**config.mk**
```make
export PLATFORM = sky130hd
export DESIGN_NAME = irq_collect
export DESIGN_NICKNAME = d
export VERILOG_FILES = /design/src/rtl/irq_collect.sv
export SDC_FILE = /design/constraint.sdc
export NUM_CORES = 1
export LEC_CHECK = 0
export BUFFER_PORTS_ARGS = -buffer_cell sky130_fd_sc_hd__buf_2
export CORE_UTILIZATION = 40
export DETAILED_ROUTE_END_ITERATION = 8
export PLACE_DENSITY_LB_ADDON = 0.08
export SKIP_CTS_REPAIR_TIMING = 1
export SYNTH_ARGS = -nofsm -noshare
export SYNTH_HDL_FRONTEND = slang
export SYNTH_SLANG_ARGS = --single-unit
```
**constraint.sdc**
```tcl
create_clock -name clk -period 2 [get_ports clk]
set_clock_uncertainty 0.2 [all_clocks]
set_input_delay 0.4 -clock clk [delete_from_list [all_inputs] [get_ports clk]]
set_output_delay 0.4 -clock clk [all_outputs]
set_load 0.01 [all_outputs]
```
**src/rtl/irq_collect.sv**
```systemverilog
module irq_collect #(
  parameter int N_SRC = 16
) (
  input  logic             clk,
  input  logic             rst_n,
  input  logic [N_SRC-1:0] evt,
  input  logic             sel,
  input  logic             rd_en,
  input  logic             wr_en,
  input  logic [N_SRC-1:0] wdata,
  output logic [N_SRC-1:0] rdata,
  output logic             irq
);
  localparam logic SEL_STATUS = 1'b0;
  localparam logic SEL_MASK   = 1'b1;

  logic [N_SRC-1:0] status_q;
  logic [N_SRC-1:0] mask_q;
  logic             stat_rd;
  logic             mask_wr;

  assign stat_rd = rd_en && (sel == SEL_STATUS);
  assign mask_wr = wr_en && (sel == SEL_MASK);

  always_ff @(posedge clk) begin
    if (!rst_n) begin
      status_q <= '0;
    end else if (stat_rd) begin
      status_q <= evt;
    end else begin
      status_q <= status_q | evt;
    end
  end

  always_ff @(posedge clk) begin
    if (!rst_n) begin
      mask_q <= '0;
    end else if (mask_wr) begin
      mask_q <= wdata;
    end
  end

  assign rdata = (sel == SEL_MASK) ? mask_q : status_q;
  assign irq   = |(status_q & mask_q);
endmodule


```
==> impl_metrics.env <==
export IMPL_status="complete, no violations"
export IMPL_fmax_mhz=503
export IMPL_switching_share_pct=25.4
export IMPL_power_density_mw_per_mm2=722
export IMPL_vdd_drop_max_v=0.000464
export IMPL_routedWlPerCell_um=12.8
export IMPL_dr_first_iter_drc_count=23
export IMPL_antenna_found_initial=0
export IMPL_worstPathArrival_ps=1390
export IMPL_hold_viol_final=0
export IMPL_area_growth_pct=24.6
export IMPL_die_y_um=61.7
export IMPL_final_cell_mix="buf_2 (53), nand2_1 (32), dfxtp_1 (30)"
export IMPL_num_nets_final=238
export IMPL_place_ws_ps=242
export IMPL_grt_max_degree=33
export IMPL_hp_class="primary input to flop"
export IMPL_fin_crit_ps=1990
export IMPL_fp_dieArea_sq_mm=0.00381
export IMPL_startpoint_type="flop"
export IMPL_final_common_cell="buf_2"
export IMPL_setup_violations=0
export IMPL_antennaDiodeCount=0
export IMPL_combPwrFrac_pct=16.0
export IMPL_clk_latency_ps=310
export IMPL_h_tree_depth=2
export IMPL_ys_ff_latch=32
export IMPL_p_sw_uw=326
export IMPL_ctsRootBufferMaster="clkbuf_4"
export IMPL_yosysSeqAreaShare_pct=44.9
export IMPL_rr_startpoint="mask_q[2]"
export IMPL_clockBufferDepth=2
export IMPL_yosysUniqueCellTypes=17
export IMPL_dp_hpwl_mm=2.22
export IMPL_end_kind="primary output"
export IMPL_rr_worst_depth=2
export IMPL_synth_warnings=0
export IMPL_crit_fanout=3
export IMPL_worst_hold_slack_ps=113
export IMPL_coreArea_sq_mm=0.00339
export IMPL_cp_required_ps=1400
export IMPL_cts_sinks=32
export IMPL_p_int_uw=958
export IMPL_vias=1217
export IMPL_gr_usage_all_layers_pct=17.7
export IMPL_drv_slew=0
export IMPL_num_rows=21
export IMPL_whs_endpoint="mask_q[8]"
export IMPL_io_pins=54
export IMPL_hold_path_startpoint="wdata[8]"
export IMPL_ant_nets=0
export IMPL_gr_total_overflow=0
export IMPL_crit_start="status_q[9]"
export IMPL_synthesis_area_sq_mm=0.00143
export IMPL_avgViaCountPerCell=4.91
export IMPL_relSlewSlack_pct=70.5
export IMPL_finalCritPeriodShare_pct=99.5
export IMPL_rsz0062_at_grt="yes"
export IMPL_firstDrtPassIters=4
export IMPL_gp_congestion=0.747
export IMPL_routed_wl_mm=3.17
export IMPL_crit_type="flop to primary output"
export IMPL_r2r_end="mask_q[2]"
export IMPL_numCtsBuffers=5
export IMPL_tightest_slew_ps=443
export IMPL_die_w_um=61.7
export IMPL_syn_nets=187
export IMPL_postSynthCellCount=150
export IMPL_drive_above_1_share_pct=42.6
export IMPL_power_frac_clock_pct=29.0
export IMPL_seqPwrFrac_pct=55.0
export IMPL_tritoncts="yes"
export IMPL_port_buffers=53
export IMPL_max_cap_violations=0
export IMPL_final_fill_count=337
export IMPL_reg2reg_slack_ps=1130
export IMPL_min_path_cells=3
export IMPL_p_leak_uw=0.000795
export IMPL_drcViolationCount=0
export IMPL_worst_slack_ps=10.3
export IMPL_clk_pin_slew_ps=90
export IMPL_grt_first_pass_wirelength_mm=4.82
export IMPL_initial_core_util_pct=42.1
export IMPL_grt_pass1_vias=1086
export IMPL_syn_avg_cell_area_sq_um=9.52
sequential cells by signal, summed over array words and instances (netlist names):
register / flops
status_q: 16
mask_q: 16
cell families (layout without fill, tap and decap cells):
family / count (synthesis) / count (layout) / synth area share [%]
AND/OR/NAND/NOR: 52 / 52 / 17.9
AO/OA/AOI/OAI: 40 / 40 / 19.2
flip-flops: 32 / 32 / 44.9
multiplexers: 16 / 16 / 12.6
buffers and inverters: 10 / 62 / 5.43
critical path, stage by stage, from the launching register on:
cell and delay, ps:
dfxtp_1 330, a22o_1 240, a221oi_2 200, nand4_1 140
buf_2 160
per-layer routing:
metal / track usage [%] / part of all wire [%]
met1: 21.3 / 46
met2: 30.6 / 48
met3: 4.35 / 4.2
met4: 6.67 / 0.98
met5: 0 / 0
cell usage after synthesis:
| master | n | area (sq um) |
|---|---|---|
| buf_6 | 5 | 56.3 |
| nand2_1 | 32 | 120 |
| mux2_2 | 16 | 180 |
| a22o_1 | 4 | 35.0 |
| a221oi_1 | 4 | 35.0 |
| a21boi_1 | 10 | 75.1 |
| a21oi_2 | 1 | 8.76 |
| nand4_1 | 1 | 6.26 |
| dfxtp_1 | 32 | 641 |
| a21oi_1 | 15 | 75.1 |
| buf_2 | 2 | 10.0 |
| clkbuf_1 | 3 | 11.3 |
| and2_4 | 1 | 8.76 |
| nor2b_1 | 16 | 100 |
| a21boi_0 | 6 | 45.0 |
| nand2_2 | 1 | 6.26 |
| nand2b_4 | 1 | 13.8 |
cell type report:
| type | instances | area [sq um] | share of cell area [%] |
|---|---|---|---|
| sequential | 32 | 643 | 36.1 |
| tap | 46 | 57.6 | 3.23 |
| timing repair buffer | 54 | 285 | 16.0 |
| clock buffer | 8 | 58.8 | 3.31 |
| multi-input combinational | 108 | 734 | 41.3 |
through the flow:
step	cells	utilization, %	cell area (sq um)	total power [uW]	setup TNS [ps]
2_1_floorplan	150	-	1430	841	0
3_3_place_gp	240	49.9	1690	918	0
3_5_place_dp	240	49.9	1690	923	0
4_1_cts	248	51.7	1750	1300	-94.0
5_1_grt	248	52.5	1780	1350	-56.2
6_report	248	52.5	1780	1280	0
worst max path at each step:
stage | to | slack (ps) | depth (start not counted)
floorplan | rdata[10] | 300 | 3
global placement | irq | 220 | 4
detailed placement | rdata[12] | 240 | 4
CTS | irq | -90 | 4
global route | irq | -60 | 4
finish | irq | 10 | 4
power groups by stage:
stage / combinational [uW] / clock [uW] / sequential, uW
final: 206 / 372 / 706
after global routing: 228 / 415 / 712
after CTS: 207 / 387 / 703
after detailed placement: 206 / 0 / 717
after global placement: 202 / 0 / 716
after floorplan: 132 / 0 / 709
No activity file was read; power rests on OpenSTA's default activity.
